==> src/rtl/rxf_pkg.sv <==
package rxf_pkg;
  localparam int unsigned LVL_W  = 6;
  localparam int unsigned BYTE_W = 8;
  typedef logic [LVL_W-1:0]  lvl_t;
  typedef logic [BYTE_W-1:0] byte_t;
endpackage

==> src/rtl/rxf_store.sv <==
module rxf_store
  import rxf_pkg::*;
#(
  parameter int unsigned DEPTH = 16
) (
  input  logic  clk_i,
  input  logic  rst_ni,
  input  logic  flush_i,
  input  logic  push_i,
  input  logic  pop_i,
  input  byte_t din_i,
  output byte_t dout_o,
  output lvl_t  level_o,
  output lvl_t  level_nxt_o,
  output logic  empty_o,
  output logic  full_o,
  output logic  push_drop_o,
  output logic  pop_err_o
);
  localparam int unsigned AW = (DEPTH > 1) ? $clog2(DEPTH) : 1;
  localparam int unsigned CW = $clog2(DEPTH + 1);

  byte_t          mem [DEPTH];
  logic [AW-1:0]  wr_ptr_q, rd_ptr_q;
  logic [CW-1:0]  cnt_q, cnt_d;
  logic           push_ok, pop_ok;

  assign empty_o     = (cnt_q == '0);
  assign full_o      = (cnt_q == CW'(DEPTH));
  assign push_ok     = push_i & ~full_o;
  assign pop_ok      = pop_i & ~empty_o;
  assign push_drop_o = push_i & full_o;
  assign pop_err_o   = pop_i & empty_o;
  assign dout_o      = mem[rd_ptr_q];

  function automatic logic [AW-1:0] inc_ptr(input logic [AW-1:0] p);
    return (p == AW'(DEPTH - 1)) ? '0 : p + AW'(1);
  endfunction

  always_comb begin
    cnt_d = cnt_q;
    if (flush_i)              cnt_d = '0;
    else if (push_ok && !pop_ok) cnt_d = cnt_q + CW'(1);
    else if (pop_ok && !push_ok) cnt_d = cnt_q - CW'(1);
  end

  assign level_o     = LVL_W'(cnt_q);
  assign level_nxt_o = LVL_W'(cnt_d);

  always_ff @(posedge clk_i or negedge rst_ni) begin
    if (!rst_ni) begin
      wr_ptr_q <= '0;
      rd_ptr_q <= '0;
      cnt_q    <= '0;
    end else begin
      cnt_q <= cnt_d;
      if (flush_i) begin
        wr_ptr_q <= '0;
        rd_ptr_q <= '0;
      end else begin
        if (push_ok) wr_ptr_q <= inc_ptr(wr_ptr_q);
        if (pop_ok)  rd_ptr_q <= inc_ptr(rd_ptr_q);
      end
    end
  end

  always_ff @(posedge clk_i) begin
    if (push_ok && !flush_i) mem[wr_ptr_q] <= din_i;
  end
endmodule

==> src/rtl/rxf_rts_hyst.sv <==
module rxf_rts_hyst
  import rxf_pkg::*;
(
  input  logic clk_i,
  input  logic rst_ni,
  input  lvl_t level_q_i,
  input  lvl_t level_nxt_i,
  input  lvl_t thr_high_i,
  input  lvl_t thr_low_i,
  input  logic ctrl_en_i,
  input  logic base_i,
  output logic rts_o
);
  logic state_q, state_d;

  // act only on crossings; hold otherwise
  always_comb begin
    state_d = state_q;
    if (level_q_i < thr_high_i && level_nxt_i >= thr_high_i)     state_d = 1'b1;
    else if (level_q_i > thr_low_i && level_nxt_i <= thr_low_i)  state_d = 1'b0;
  end

  always_ff @(posedge clk_i or negedge rst_ni) begin
    if (!rst_ni) state_q <= 1'b0;
    else         state_q <= state_d;
  end

  assign rts_o = ctrl_en_i ? state_q : base_i;
endmodule

==> src/rtl/rxf_err_flags.sv <==
module rxf_err_flags (
  input  logic clk_i,
  input  logic rst_ni,
  input  logic clear_i,
  input  logic drop_i,
  input  logic bad_pop_i,
  output logic overrun_o,
  output logic ptr_err_o
);
  always_ff @(posedge clk_i or negedge rst_ni) begin
    if (!rst_ni) begin
      overrun_o <= 1'b0;
      ptr_err_o <= 1'b0;
    end else if (clear_i) begin
      overrun_o <= 1'b0;
      ptr_err_o <= 1'b0;
    end else begin
      if (drop_i)              overrun_o <= 1'b1;
      if (drop_i || bad_pop_i) ptr_err_o <= 1'b1;
    end
  end
endmodule

==> src/rtl/rx_fifo_rts.sv <==
module rx_fifo_rts
  import rxf_pkg::*;
#(
  parameter int unsigned DEPTH = 16
) (
  input  logic       clk_i,
  input  logic       rst_ni,
  input  logic       fifo_en_i,
  input  logic       rts_ctrl_en_i,
  input  logic       rts_base_i,
  input  logic [5:0] thr_high_i,
  input  logic [5:0] thr_low_i,
  input  logic       clear_i,
  input  logic       wr_valid_i,
  input  logic [7:0] wr_data_i,
  input  logic       rd_req_i,
  output logic [7:0] rd_data_o,
  output logic [5:0] level_o,
  output logic       empty_o,
  output logic       full_o,
  output logic       thr_high_flag_o,
  output logic       thr_low_flag_o,
  output logic       overrun_o,
  output logic       ptr_err_o,
  output logic       rts_o
);
  lvl_t level_q, level_nxt;
  logic flush, push, pop, drop, bad_pop;

  assign flush = clear_i | ~fifo_en_i;
  assign push  = wr_valid_i & fifo_en_i & ~clear_i;
  assign pop   = rd_req_i & fifo_en_i & ~clear_i;

  rxf_store #(.DEPTH(DEPTH)) u_store (
    .clk_i       (clk_i),
    .rst_ni      (rst_ni),
    .flush_i     (flush),
    .push_i      (push),
    .pop_i       (pop),
    .din_i       (wr_data_i),
    .dout_o      (rd_data_o),
    .level_o     (level_q),
    .level_nxt_o (level_nxt),
    .empty_o     (empty_o),
    .full_o      (full_o),
    .push_drop_o (drop),
    .pop_err_o   (bad_pop)
  );

  rxf_rts_hyst u_rts (
    .clk_i       (clk_i),
    .rst_ni      (rst_ni),
    .level_q_i   (level_q),
    .level_nxt_i (level_nxt),
    .thr_high_i  (thr_high_i),
    .thr_low_i   (thr_low_i),
    .ctrl_en_i   (rts_ctrl_en_i),
    .base_i      (rts_base_i),
    .rts_o       (rts_o)
  );

  rxf_err_flags u_err (
    .clk_i     (clk_i),
    .rst_ni    (rst_ni),
    .clear_i   (clear_i),
    .drop_i    (drop),
    .bad_pop_i (bad_pop),
    .overrun_o (overrun_o),
    .ptr_err_o (ptr_err_o)
  );

  assign level_o         = level_q;
  assign thr_high_flag_o = (level_q >= thr_high_i);
  assign thr_low_flag_o  = (level_q <= thr_low_i);
endmodule

==> config.mk <==
export PLATFORM = sky130hd
export DESIGN_NAME = rx_fifo_rts
export DESIGN_NICKNAME = d
export VERILOG_FILES = /design/src/rtl/rxf_pkg.sv /design/src/rtl/rxf_store.sv /design/src/rtl/rxf_rts_hyst.sv /design/src/rtl/rxf_err_flags.sv /design/src/rtl/rx_fifo_rts.sv
export SDC_FILE = /design/constraint.sdc
export NUM_CORES = 1
export LEC_CHECK = 0
export BUFFER_PORTS_ARGS = -buffer_cell sky130_fd_sc_hd__buf_2
export CORE_MARGIN = 2
export CORE_UTILIZATION = 54
export DETAILED_ROUTE_END_ITERATION = 12
export GPL_ROUTABILITY_DRIVEN = 0
export PLACE_DENSITY = 0.77
export SYNTH_ARGS = -nofsm -noshare
export SYNTH_HDL_FRONTEND = slang
export SYNTH_SLANG_ARGS = --single-unit
==> constraint.sdc <==
create_clock -name clk_i -period 3.02 [get_ports clk_i]
set_input_delay 0.453 -clock clk_i [delete_from_list [all_inputs] [get_ports clk_i]]
set_output_delay 0.453 -clock clk_i [all_outputs]
set_load 0.03 [all_outputs]
==> Yosys cells after proc, flatten, opt, wreduce, memory -nomap -nowiden <==
Memories as Yosys holds them, arrays and structs flattened.
Index checks and enable logic that the tools add are counted.
{ "word_totals": {"reg_bits": 16, "latch_bits": 0, "ramBits": 128, "romBits": 0, "in_bits": 28, "output_inout_bits": 21, "wordCells": 66, "mem_count": 1} }
{ "classes": {"add_sub_neg": 4, "multipliers": 0, "div": 0, "magnitude_cmp": 6, "n_eq_ne": 3, "shift": 0, "mux": 18, "bitwise": 13, "reduce_logical": 15} }
{ "mem_list": {"columns": ["name", "words", "width", "read_ports", "rd_clocked_by_memory_dff", "wr", "line", "source"], "rows": [
  ["u_store.mem", 16, 8, 1, 0, 1, "rxf_store.sv:23", "byte_t mem [DEPTH];"]
]} }
{ "ops": {"columns": ["op", "count"], "rows": [
  ["4-bit 2-to-1 mux", 6],
  ["5-bit 2-to-1 mux", 3],
  ["5-bit by 6-bit >= comparator with 1-bit output", 2],
  ["5-bit by 6-bit <= comparator with 1-bit output", 2],
  ["2-bit nonzero test", 5],
  ["1-bit 2-to-1 mux", 9],
  ["4-bit by 1-bit adder with 4-bit output (second input constant)", 2],
  ["1-bit bitwise AND", 8],
  ["4-bit equality test (second input constant)", 2],
  ["5-bit by 6-bit > comparator with 1-bit output", 1],
  ["5-bit by 6-bit < comparator with 1-bit output", 1],
  ["5-bit by 1-bit adder with 5-bit output (second input constant)", 1],
  ["5-bit equality test (second input constant)", 1],
  ["1-bit logical AND", 5],
  ["5-bit zero test", 1],
  ["5-bit by 1-bit subtractor with 5-bit output (second input constant)", 1],
  ["1-bit inverter", 4],
  ["1-bit zero test", 3],
  ["1-bit logical OR", 1],
  ["1-bit bitwise OR", 1]
]} }

==> Depth between registers and ports, before layout <==
Gate-level depths: netlist of run 1.
{ "logic_depth": {"ltp_word": 12, "ltp_mapped": 14, "mapped_depth_nobuf": 13} }

==> By module <==
A second synthesis of run 1 with hierarchy kept.
{ "hier_totals": {"hier_cells": 452, "area_unflattened_um2": 6797.8} }
{ "modules_own_cells": {"columns": ["module", "instances", "cells_per_inst", "area_each_um2", "seq_area_each_um2"], "rows": [
  ["rxf_store", 1, 330, 5834.3, 4169.0],
  ["rxf_rts_hyst", 1, 72, 586.8, 25.0],
  ["rx_fifo_rts", 1, 44, 310.3, 0.0],
  ["rxf_err_flags", 1, 6, 66.3, 50.0]
]} }

==> Worst setup path before layout of run 1 <==
OpenSTA, ideal clock, no wires.
{ "synth_path": {"path_type": "flip-flop to flip-flop", "from": "register u_store.cnt_q[0]", "to": "register u_rts.state_q", "setup_ns": 0.128, "arrival_ns": 2.882, "t_required_ns": 2.892, "slack_ns": 0.010, "path_stages_with_launch": 14, "n_path_buf": 1, "synth_period_minus_slack_ns": 3.010, "path_cell_list": "dfrtp_1 inv_1 ha_1 or3b_1 buf_6 o21ai_4 o21ai_0 a311oi_1 ha_1 nor2b_1 o21ai_0 a31oi_1 o21ai_1 o21ai_0"} }
{ "synth_via": {"elab_chain_len": 11, "elab_cells_between_ends": 23, "classes_between": "add/sub (2); order compare (4); eq/ne (1); mux (4); bitwise (4); reduce/logical (8)"} }
{ "synth_rtl": {"columns": ["item", "line", "source"], "rows": [
  ["start: declaration", "rxf_store.sv:25", "logic [CW-1:0] cnt_q, cnt_d;"],
  ["start signal: assignment", "rxf_store.sv:56", "cnt_q <= cnt_d;"],
  ["branches (longest 6 deep; another with 5-bit by 1-bit subtractor with 5-bit output)", null, null],
  ["5-bit 2-to-1 mux (*)", "rxf_store.sv:43", "else if (push_ok && !pop_ok) cnt_d = cnt_q + CW'(1);"],
  ["5-bit 2-to-1 mux (*)", "rxf_store.sv:42", "if (flush_i) cnt_d = '0;"],
  ["net level_nxt[1]", "rx_fifo_rts.sv:27", "lvl_t level_q, level_nxt;"],
  ["5-bit by 6-bit >= comparator with 1-bit output or 5-bit by 6-bit <= comparator with 1-bit output (tied branches)", "rxf_rts_hyst.sv:19, rxf_rts_hyst.sv:20", null],
  ["1-bit logical AND (on tied branches)", "rxf_rts_hyst.sv:19, rxf_rts_hyst.sv:20", null],
  ["1-bit 2-to-1 mux or 2-bit nonzero test (tied branches)", null, null],
  ["end signal: assignment", "rxf_rts_hyst.sv:25", "else state_q <= state_d;"],
  ["end: declaration", "rxf_rts_hyst.sv:14", "logic state_q, state_d;"]
]} }
Mark *: on every way through the listed nets, which the timed path passes.
A chain may end at the register's enable or synchronous reset.

==> Final worst setup path of run 1 <==
{ "layout_path": {"from": "register u_store.cnt_q[0]", "to": "register u_rts.state_q"} }
{ "layout_via": {"elab_chain_len": 11, "elab_cells_between_ends": 23, "classes_between": "add/sub (2); order compare (4); eq/ne (1); mux (4); bitwise (4); reduce/logical (8)"} }
{ "layout_rtl": {"columns": ["item"], "rows": [
  ["branches (longest 11 deep; another with 5-bit by 6-bit >= comparator with 1-bit output)"]
]} }
Several ways; the timed one is not identified.

==> flow_summary.json, run 1 <==
{
  "run_status": "finished clean",
  "htree_levels": 4,
  "pre_cts_slack_ns": 0.0505,
  "num_rows": 40,
  "hold-path-cell-count": 2,
  "rsz0062_at_grt": "yes",
  "reg2reg_to": "u_rts.state_q$_DFFE_PN0P_",
  "avgSynthCellArea_um2": 15.3,
  "stdcell_area_um2": 7660,
  "cts_root_buf": "clkbuf_16",
  "grt_most_used_layer": "met2",
  "tightest_slew_ns": 0.733,
  "maxCapViolCount": 0,
  "grt_first_pass_wirelength_um": 21600,
  "cts.sinks": 144,
  "hold_viol": 0,
  "ys_seq_area_share_pct": 65.2,
  "hold_path_startpoint": "clear_i",
  "io_pins": 49,
  "netlist_area_um2": 6510,
  "p_per_area_nw_per_um2": 587,
  "place_area_um2": 6920,
  "syn_nets": 479,
  "setup_tns_ns": 0,
  "drive_gt1_share_pct": 28.0,
  "drt_iter0_drc": 328,
  "ant_nets": 0,
  "p_sw_share_pct": 22.0,
  "finalClockSkew_ns": 0.00709,
  "slew_violations": 0,
  "drtPass1Iterations": 5,
  "globalRouteOverflowTotal": 0,
  "cp_data_required_time_ns": 3.31,
  "dieArea_um2": 12900,
  "p_switching_mw": 0.991,
  "io_buffers": 47,
  "ys.flop_type": "edfxtp_1",
  "insertion_delay_ns": 0.41,
  "pwr-share-clk_pct": 46.1,
  "finalCritPeriodShare_pct": 94.5,
  "worst_ir_drop_vdd_mv": 0.390,
  "gr-usage-met1_pct": 30.2,
  "wl_per_cell_um": 21.5,
  "instances_no_fill": 658,
  "dieHeight_um": 114,
  "synth.area.top_cells": "edfxtp_1 (59%), dfrtp_1 (6.2%), mux4_2 (5.5%)",
  "r2r.worst_path.cells": 14,
  "internal_power_mw": 3.51,
  "cts_buffers": 17,
  "synth_top_area_share_pct": 59.1,
  "ys_types": 52,
  "endpoint_kind": "register",
  "critPathKind": "reg -> reg",
  "route.vias.total": 3959,
  "start_util_pct": 54.9,
  "dp_hpwl_um": 8860,
  "grt_max_degree": 20,
  "start_kind": "register",
  "drt_wl_total_um": 14100,
  "power_frac_comb_pct": 5.3,
  "slew_headroom_pct": 51.2,
  "synth_seq_cells": 144,
  "power_frac_seq_pct": 48.7,
  "drcViolationCount": 0,
  "yosysTopAreaCell": "edfxtp_1",
  "avgViaCountPerCell": 6.02,
  "grtUsageMet3_pct": 5.84,
  "cp.arrival_ns": 3.15,
  "rrSetupSlack_ns": 0.17,
  "setup_slack_ns": 0.166,
  "antenna_found_initial": 1,
  "setup_violations": 0,
  "timing.fmax_mhz": 350,
  "design.core.area_um2": 11900,
  "power_leakage_nw": 2.79,
  "layout.nets": 552,
  "hold-path-endpoint": "u_err.ptr_err_o$_DFFE_PN0P_",
  "grt_usage_pct": 22.7,
  "cts_buffer_depth": 2,
  "postSynthCellCount": 424,
  "cp_max_fo": 5,
  "area.growth.synth_to_final_pct": 17.7,
  "use_met2_pct": 36.6,
  "cts_tree": "built",
  "synth_edf_count": 128,
  "dp_cells": 612,
  "async_flop_share_pct": 11.1,
  "grt_pass1_vias": 3965,
  "die_x_um": 114,
  "r2r_start": "u_store.cnt_q[0]$_DFF_PN0_",
  "ys_warn_count": 0,
  "min_period_ns": 2.85,
  "hold_path_class": "in -> reg",
  "path_clk_slew_ns": 0.06
}
-- stage by stage --
step           util (%)  total power [mW]  hold WS [ns]
3_3_place_gp       58.4              2.43         0.388
5_1_grt            64.6              4.62         0.240
3_5_place_dp       58.4              2.45         0.397
2_1_floorplan         -              2.36         0.157
4_1_cts            63.4              4.49         0.220
6_report           64.6              4.50         0.231
-- routing by layer --
layer	vias to the layer above	wire, µm
li1	1786	-
met1	1954	5830
met2	184	7040
met3	35	957
met4	0	305
met5	-	0
-- how the worst max path moves through the flow --
stage	from	to	slack [ns]	cells past startpoint
after floorplan	u_store.cnt_q[0]$_DFF_PN0_	u_rts.state_q$_DFFE_PN0P_	0.01	13
after global placement	u_store.cnt_q[0]$_DFF_PN0_	u_rts.state_q$_DFFE_PN0P_	0.22	12
after detailed placement	u_store.cnt_q[0]$_DFF_PN0_	u_rts.state_q$_DFFE_PN0P_	0.05	12
after CTS	u_store.cnt_q[0]$_DFF_PN0_	u_rts.state_q$_DFFE_PN0P_	0.03	12
after global routing	u_store.cnt_q[0]$_DFF_PN0_	u_rts.state_q$_DFFE_PN0P_	-0.04	13
final	u_store.cnt_q[0]$_DFF_PN0_	u_rts.state_q$_DFFE_PN0P_	0.17	14
-- placed cells by master, fill, tap and decap left out, types with 2 or more instances in the layout --
master / Yosys / layout
a211oi_2: 0 / 2
a21o_1: 2 / 2
a21oi_1: 21 / 21
a221oi_1: 8 / 8
a22oi_1: 8 / 8
a31o_2: 3 / 3
a31oi_1: 4 / 4
and2_1: 18 / 18
and3_1: 3 / 3
buf_2: 8 / 47
buf_4: 2 / 24
bufinv_16: 0 / 2
clkbuf_16: 0 / 17
clkinv_1: 0 / 2
clkinv_4: 0 / 3
clkinvlp_4: 0 / 2
dfrtp_1: 16 / 15
edfxtp_1: 128 / 128
ha_1: 27 / 27
inv_1: 15 / 15
inv_6: 0 / 3
inv_8: 0 / 2
mux2_1: 2 / 2
mux2_2: 7 / 7
mux2i_1: 26 / 26
mux4_2: 16 / 16
nand2_1: 21 / 20
nand2b_1: 5 / 4
nand3_1: 4 / 4
nand4_1: 2 / 2
nor2_1: 13 / 11
nor2_2: 0 / 2
nor2b_1: 4 / 4
nor3_1: 2 / 2
o21ai_0: 17 / 17
o21ai_1: 5 / 5
o31ai_1: 2 / 2
xnor2_2: 1 / 2
xor2_1: 3 / 3
-- Yosys cell counts, drive strengths merged, types with 2 or more instances --
library cell / instances
mux4: 16
edfxtp: 128
ha: 27
nand2: 21
mux2: 9
inv: 15
a22oi: 8
nand3: 4
nor2: 13
nor2b: 4
xor2: 3
nor3: 2
a221oi: 8
dfrtp: 16
a211oi: 3
xnor2: 3
clkbuf: 6
and2: 18
mux2i: 26
nand2b: 5
a21o: 2
a21oi: 21
o31ai: 2
a31oi: 4
o21ai: 23
and3: 4
buf: 13
a311oi: 2
nand4: 2
a31o: 3
-- power groups by stage --
stage | Sequential, mW | Combinational, mW | Clock [mW]
after floorplan | 2.23 | 0.123 | 0
after global placement | 2.23 | 0.204 | 0
after detailed placement | 2.23 | 0.215 | 0
after CTS | 2.19 | 0.218 | 2.08
after global routing | 2.19 | 0.257 | 2.18
final | 2.19 | 0.236 | 2.07
-- layout make-up --
class	count	area, µm²
clock inverters	14	158
diodes	1	2.50
flip-flops and latches	144	4250
clock buffers	18	429
well taps	147	184
multi-input cells	246	2130
inverters	15	56.3
repair buffers	73	445
fillers	812	4200
-- critical path, stage by stage, from the launching register on --
cell,delay [ns]
dfrtp_1,0.41
inv_1,0.11
ha_1,0.18
or3b_4,0.41
buf_4,0.17
o21a_4,0.21
xnor2_2,0.20
xnor2_2,0.15
nand2b_4,0.16
ha_1,0.22
nand2b_1,0.14
a21oi_1,0.13
o21ai_0,0.10
nand2_1,0.07
o21ai_0,0.07
-- state kept, by name, summed over array words and instances (netlist names) --
| signal | count |
|---|---|
| u_err.overrun_o | 1 |
| u_err.ptr_err_o | 1 |
| u_rts.state_q | 1 |
| u_store.cnt_q | 5 |
| u_store.mem | 128 |
| u_store.rd_ptr_q | 4 |
| u_store.wr_ptr_q | 4 |
-- cells by family (layout without fill, tap and decap cells) --
group	count (synthesis)	after routing	synth area share, %
mux	51	51	11.1
fa+ha+maj	27	27	5.19
simple gates	80	80	6.77
compound gates	81	81	8.13
other cells	1	2	0.0576
xor+xnor	6	6	0.923
flops	144	144	65.2
buf+inv	34	120	2.60
-- timing repair --
action / in CTS / in global routing
hold buffers: 1 / 0
resized for setup: 0 / 10
hold endpoints to repair: 16 / 0
endpoints found under the setup margin: 0 / 7
buffers inserted: 0 / 12
No activity file was read; power rests on OpenSTA's default activity.
==> inputs of run 2 (changes only) <==
CTS_CLUSTER_DIAMETER = 80   (was unset)
PLACE_DENSITY = 0.76   (was 0.77)
SYNTH_HIERARCHICAL = 1   (was unset)
==> run 2 against run 1 <==
Compared with the run above:
- final cell count up 9.6%
- design area up 5.9%
- routed wire length up 7.7%
- clock skew up 0.0051 ns
- largest power group unchanged
- synthesized area up 4.5%
==> flow_summary.json, run 2 <==
{
  "internal_power_mw": 3.46,
  "rsz0062_at_grt": "yes",
  "instances_no_fill": 721,
  "critPathTopFamily": "flip-flops",
  "post-route-util_pct": 66.7,
  "top_register": "u_store/mem",
  "dp_hpwl_um": 9950,
  "cts.sinks": 144,
  "endpoint_kind": "output pin",
  "setup_violations": 0,
  "cts_buffer_depth": 2,
  "path_clk_slew_ns": 0.06,
  "grt_pass1_vias": 4397,
  "cp.arrival_ns": 2.53,
  "path_cells": "buf_6, mux4_2, a32oi_1, o21ai_0, buf_2",
  "synth.area.top_cells": "edfxtp_1 (57%), mux4_2 (8.0%), ha_1 (7.7%)",
  "ys.flop_type": "edfxtp_1",
  "avgViaCountPerCell": 5.96,
  "yosysTopAreaCell": "edfxtp_1",
  "worst_ir_drop_vdd_mv": 0.269,
  "drcViolationCount": 0,
  "io_pins": 49,
  "ys_top_cells_by_count": "edfxtp_1 (128), ha_1 (42), inv_1 (36)",
  "ant_nets": 0,
  "grt_max_degree": 26,
  "netlist_area_um2": 6800,
  "pwr-share-clk_pct": 46.6,
  "finalCritPeriodShare_pct": 98.6,
  "drt_iter0_drc": 402,
  "insertion_delay_ns": 0.42,
  "power_frac_comb_pct": 3.9,
  "n_antenna_cell": 0,
  "hold_viol": 0,
  "dieHeight_um": 116,
  "die_x_um": 116,
  "largestRegisters": "u_store/mem: 128 flops, u_store/cnt_q: 5 flops",
  "grt_first_pass_wirelength_um": 23700,
  "hold_ws_ns": 0.206,
  "design.core.area_um2": 12200,
  "p_switching_mw": 0.937,
  "area.growth.synth_to_final_pct": 19.3,
  "start_util_pct": 55.9,
  "avgSynthCellArea_um2": 15.0,
  "postSynthCellCount": 452,
  "globalRouteOverflowTotal": 0,
  "num_rows": 40,
  "finalClockSkew_ns": 0.0122,
  "ys_seq_area_share_pct": 62.4,
  "slew_violations": 0,
  "layout.nets": 610,
  "drive_gt1_share_pct": 29.1,
  "cp_data_required_time_ns": 2.57,
  "htree_levels": 4,
  "p_per_area_nw_per_um2": 543,
  "route.vias.total": 4296,
  "layout_common_cells": "edfxtp_1 (128), buf_2 (47), ha_1 (40)",
  "antenna_found_initial": 0,
  "critPathKind": "reg -> out",
  "power_leakage_nw": 3.00,
  "cts_root_buf": "clkbuf_16",
  "power_frac_seq_pct": 49.5,
  "tightest_slew_ns": 0.746,
  "slew_headroom_pct": 50.1,
  "cts_tree": "built",
  "timing.fmax_mhz": 336,
  "yosysMostFrequentCell": "edfxtp_1",
  "min_period_ns": 2.98,
  "fillCellCount": 834,
  "synth_top_area_share_pct": 56.5,
  "dp_cells": 687,
  "run_status": "finished clean",
  "ys_types": 54,
  "cp.buffers_inverters": 2,
  "p_sw_share_pct": 21.3,
  "grt_usage_pct": 24.3,
  "cts_buffers": 17,
  "synth_edf_count": 128,
  "maxCapViolCount": 0,
  "mostFrequentLayoutCell": "edfxtp_1",
  "dieArea_um2": 13500,
  "largest_reg_flops": 128,
  "cp_max_fo": 15,
  "critical-path-max-stage-delay_ns": 0.60,
  "p_total_mw": 4.40,
  "drtPass1Iterations": 5,
  "cp_slowest_cell": "dfrtp_1",
  "hold_path_class": "in -> reg",
  "start_kind": "register",
  "async_flop_share_pct": 11.1,
  "ys_warn_count": 6,
  "synth_seq_cells": 144,
  "drt_wl_total_um": 15200,
  "io_buffers": 47,
  "wl_per_cell_um": 21.1
}
==> run 2: cell count changes after synthesis, sizes merged, moves of 8 or more <==
cell,previous run,this run
and2,18,1
nor2,13,28
mux4,16,24
ha,27,42
a32oi,0,8
inv,15,36
o21ai,23,11
==> run 2: power groups by stage <==
stage                     logic (mW)  clock network [mW]  registers (mW)
after floorplan               0.0884                   0            2.22
after global placement         0.157                   0            2.22
after detailed placement       0.165                   0            2.22
after CTS                      0.170                2.07            2.18
after global routing           0.194                2.17            2.18
final                          0.173                2.05            2.18
==> run 2: path summary, 6_finish.rpt <==
check | from | end | slack (ns) | depth (start not counted)
setup / recovery | u_store/rd_ptr_q[0]$_DFFE_PN0P_ | rd_data_o[4] | 0.04 | 5
hold / removal | clear_i | u_err/overrun_o$_DFFE_PN0P_ | 0.21 | 2
setup reg to reg | u_store/cnt_q[1]$_DFF_PN0_ | u_rts/state_q$_DFFE_PN0P_ | 0.08 | 11
hold reg to reg | u_err/overrun_o$_DFFE_PN0P_ | u_err/overrun_o$_DFFE_PN0P_ | 0.51 | 2
max in group asynchronous | rst_ni | u_store/rd_ptr_q[1]$_DFFE_PN0P_ | 2.22 | 2
min in group asynchronous | rst_ni | u_err/ptr_err_o$_DFFE_PN0P_ | 0.48 | 2
==> run 2: worst reg2reg max path, delay by kind of cell, from the launching register on <==
| family | cells | cell delay (ns) |
|---|---|---|
| AO/OA/AOI/OAI | 6 | 1.07 |
| adder cells (fa/ha/maj) | 2 | 0.40 |
| buffers and inverters | 1 | 0.06 |
| flip-flops | 1 | 0.41 |
| multiplexers | 1 | 0.35 |
| AND/OR/NAND/NOR | 1 | 0.52 |
==> run 2: cell families after synthesis <==
kind of cell,after synthesis,synth area share (%)
xor+xnor,3,0.387
buf+inv,55,3.31
simple gates,85,6.28
mux,54,12.5
fa+ha+maj,42,7.73
compound gates,68,7.33
other cells,1,0.0552
flops,144,62.4
==> run 2: final cells by class <==
| type | instances | area (µm²) | share of cell area, % |
|---|---|---|---|
| clock buffer | 18 | 429 | 5.29 |
| clock inverter | 14 | 155 | 1.91 |
| inverter | 38 | 148 | 1.82 |
| multi-input combinational | 254 | 2380 | 29.3 |
| sequential | 144 | 4250 | 52.4 |
| tap | 168 | 210 | 2.59 |
| timing repair buffer | 85 | 539 | 6.65 |
==> run 2: metal layers <==
layer / share of wire (%) / vias up / GRT usage, %
li1: - / 1923 / -
met1: 40 / 2156 / 30.9
met2: 51 / 193 / 40.9
met3: 7.2 / 24 / 6.33
met4: 1.4 / 0 / 8.33
met5: 0 / - / 0
==> run 2: what timing repair did <==
action / 4_1_cts / 5_1_grt
endpoints found under the hold margin: 16 / 0
setup buffers: 1 / 0
pin swaps: 2 / 4
setup endpoints to repair: 2 / 2
gates cloned: 0 / 0
hold buffers: 1 / 0
resized for setup: 4 / 6
==> run 2: through the flow <==
| stage | worst slack, ns | area, µm² | TNS [ns] |
|---|---|---|---|
| after detailed placement | -0.0598 | 7460 | -0.0598 |
| after global placement | 0.0822 | 7460 | 0 |
| after global routing | -0.0238 | 8110 | -0.0238 |
| final | 0.0412 | 8110 | 0 |
| after CTS | 0.00160 | 8070 | 0 |
| after floorplan | 0.00176 | 6810 | 0 |
==> inputs of run 3 (changes only) <==
BUFFER_PORTS_ARGS = -buffer_cell sky130_fd_sc_hd__buf_4   (was -buffer_cell sky130_fd_sc_hd__buf_2)
==> run 3 against run 2 <==
Compared with the run above:
- utilization is 1.3 points higher
- clock power hardly changed
- die area stayed put
- combinational power is 10% higher
==> flow_summary.json, run 3 (synthesized netlist as in run 2, its figures left out) <==
{
  "power_leakage_nw": 3.03,
  "dieArea_um2": 13500,
  "timing.fmax_mhz": 343,
  "hold_path_class": "in -> reg",
  "largestRegisters": "u_store/mem: 128 flops, u_store/cnt_q: 5 flops",
  "largest_reg_flops": 128,
  "grt_usage_pct": 22.8,
  "critPathKind": "reg -> reg",
  "start_util_pct": 55.9,
  "worst_ir_drop_vdd_mv": 0.265,
  "run_status": "finished clean",
  "finalClockSkew_ns": 0.00512,
  "avgViaCountPerCell": 5.84,
  "cts_tree": "built",
  "finalCritPeriodShare_pct": 96.5,
  "cts.sinks": 144,
  "drtPass1Iterations": 5,
  "design.core.area_um2": 12200,
  "drive_gt1_share_pct": 29.9,
  "drt_iter0_drc": 424,
  "p_per_area_nw_per_um2": 537,
  "area.growth.synth_to_final_pct": 21.7,
  "cts_buffer_depth": 2,
  "globalRouteOverflowTotal": 0,
  "drcViolationCount": 0,
  "route.vias.total": 4197,
  "cp.arrival_ns": 3.20,
  "dp_cells": 685,
  "drt_wl_total_um": 14300,
  "cts_root_buf": "clkbuf_16",
  "die_x_um": 116,
  "insertion_delay_ns": 0.41,
  "cts_buffers": 17,
  "cp_data_required_time_ns": 3.31,
  "endpoint_kind": "register",
  "start_kind": "register",
  "n_antenna_cell": 0,
  "grt_pass1_vias": 4210,
  "htree_levels": 4,
  "dieHeight_um": 116,
  "layout.nets": 608,
  "layout_common_cells": "edfxtp_1 (128), buf_4 (80), ha_1 (39)",
  "dp_hpwl_um": 9800,
  "maxCapViolCount": 0,
  "hold_viol": 0,
  "path_clk_slew_ns": 0.06,
  "min_period_ns": 2.91,
  "grt_first_pass_wirelength_um": 22400,
  "slew_violations": 0,
  "top_register": "u_store/mem",
  "cp_max_fo": 5,
  "tightest_slew_ns": 0.611,
  "ant_nets": 0,
  "antenna_found_initial": 0,
  "wl_per_cell_um": 19.9,
  "io_buffers": 47,
  "num_rows": 40,
  "slew_headroom_pct": 59.1,
  "mostFrequentLayoutCell": "edfxtp_1",
  "post-route-util_pct": 68.0,
  "grt_max_degree": 31,
  "instances_no_fill": 719,
  "io_pins": 49,
  "setup_violations": 0
}
[run 3: cell types whose count changed in the layout (fill, tap and decap cells not counted), moves of 2 or more]
cell,previous run,this run
clkinvlp_4,0,2
buf_2,47,0
a21oi_1,13,11
buf_4,35,80
ha_4,1,3
a21oi_2,3,5
inv_6,4,2
clkinv_2,2,4
clkinv_4,5,3
[run 3: final timing paths]
path,startpoint,endpoint,slack [ns],depth (start not counted)
worst max register to register,u_store/cnt_q[0]$_DFF_PN0_,u_rts/state_q$_DFFE_PN0P_,0.11,11
worst max-delay path,u_store/cnt_q[0]$_DFF_PN0_,u_rts/state_q$_DFFE_PN0P_,0.11,11
worst min register to register,u_err/overrun_o$_DFFE_PN0P_,u_err/overrun_o$_DFFE_PN0P_,0.51,2
max in group asynchronous,rst_ni,u_store/cnt_q[0]$_DFF_PN0_,2.38,2
worst min-delay path,clear_i,u_err/overrun_o$_DFFE_PN0P_,0.20,2
min in group asynchronous,rst_ni,u_err/ptr_err_o$_DFFE_PN0P_,0.44,2
[run 3: metal layers]
metal,global-route usage (%),vias to the layer above,share of wire (%)
met5,0,-,0
met2,37.5,180,50
li1,-,1914,-
met4,8.25,0,2.4
met1,29.8,2073,40
met3,5.81,30,7.3
[run 3: power breakdown]
group	internal [mW]	switching [mW]
logic	0.0774	0.113
registers	2.17	0.00426
clock network	1.29	0.778
total	3.54	0.895
[run 3: final cells by class]
class                   count  area, µm²
flip-flops and latches    144       4250
fillers                   837       3890
multi-input cells         254       2420
repair buffers             83        651
clock buffers              17        425
well taps                 168        210
clock inverters            15        168
inverters                  38        148
[run 3: per-stage QoR]
stage               instance area, µm²  setup TNS, ns  power (mW)  hold slack (ns)  worst slack [ns]
global placement                  7570              0        2.39            0.327            0.0785
global route                      8270       -0.00194        4.57            0.190          -0.00194
CTS                               8190              0        4.46            0.185            0.0155
finish                            8270              0        4.44            0.203             0.105
detailed placement                7570        -0.0763        2.40            0.332           -0.0763
floorplan                         6810              0        2.31            0.157           0.00176
[run 3: critical path, cell delays in order (launching register included)]
cell and delay, ns:
dfrtp_2 0.40, inv_2 0.07, ha_4 0.12, or4b_4 0.52, a211oi_4 0.35, a22oi_2 0.11, mux2_4 0.36, ha_4 0.27
nand4_1 0.14, o21a_1 0.24, o31ai_2 0.08, o221ai_2 0.12
[run 3: repair_timing]
| item | in CTS | in global routing |
|---|---|---|
| resized for setup | 3 | 12 |
| hold endpoints to repair | 16 | 0 |
| pin swaps | 2 | 8 |
| setup buffers | 0 | 1 |
| cloned | 0 | 0 |
| setup endpoints to repair | 2 | 1 |
| hold buffers | 1 | 0 |
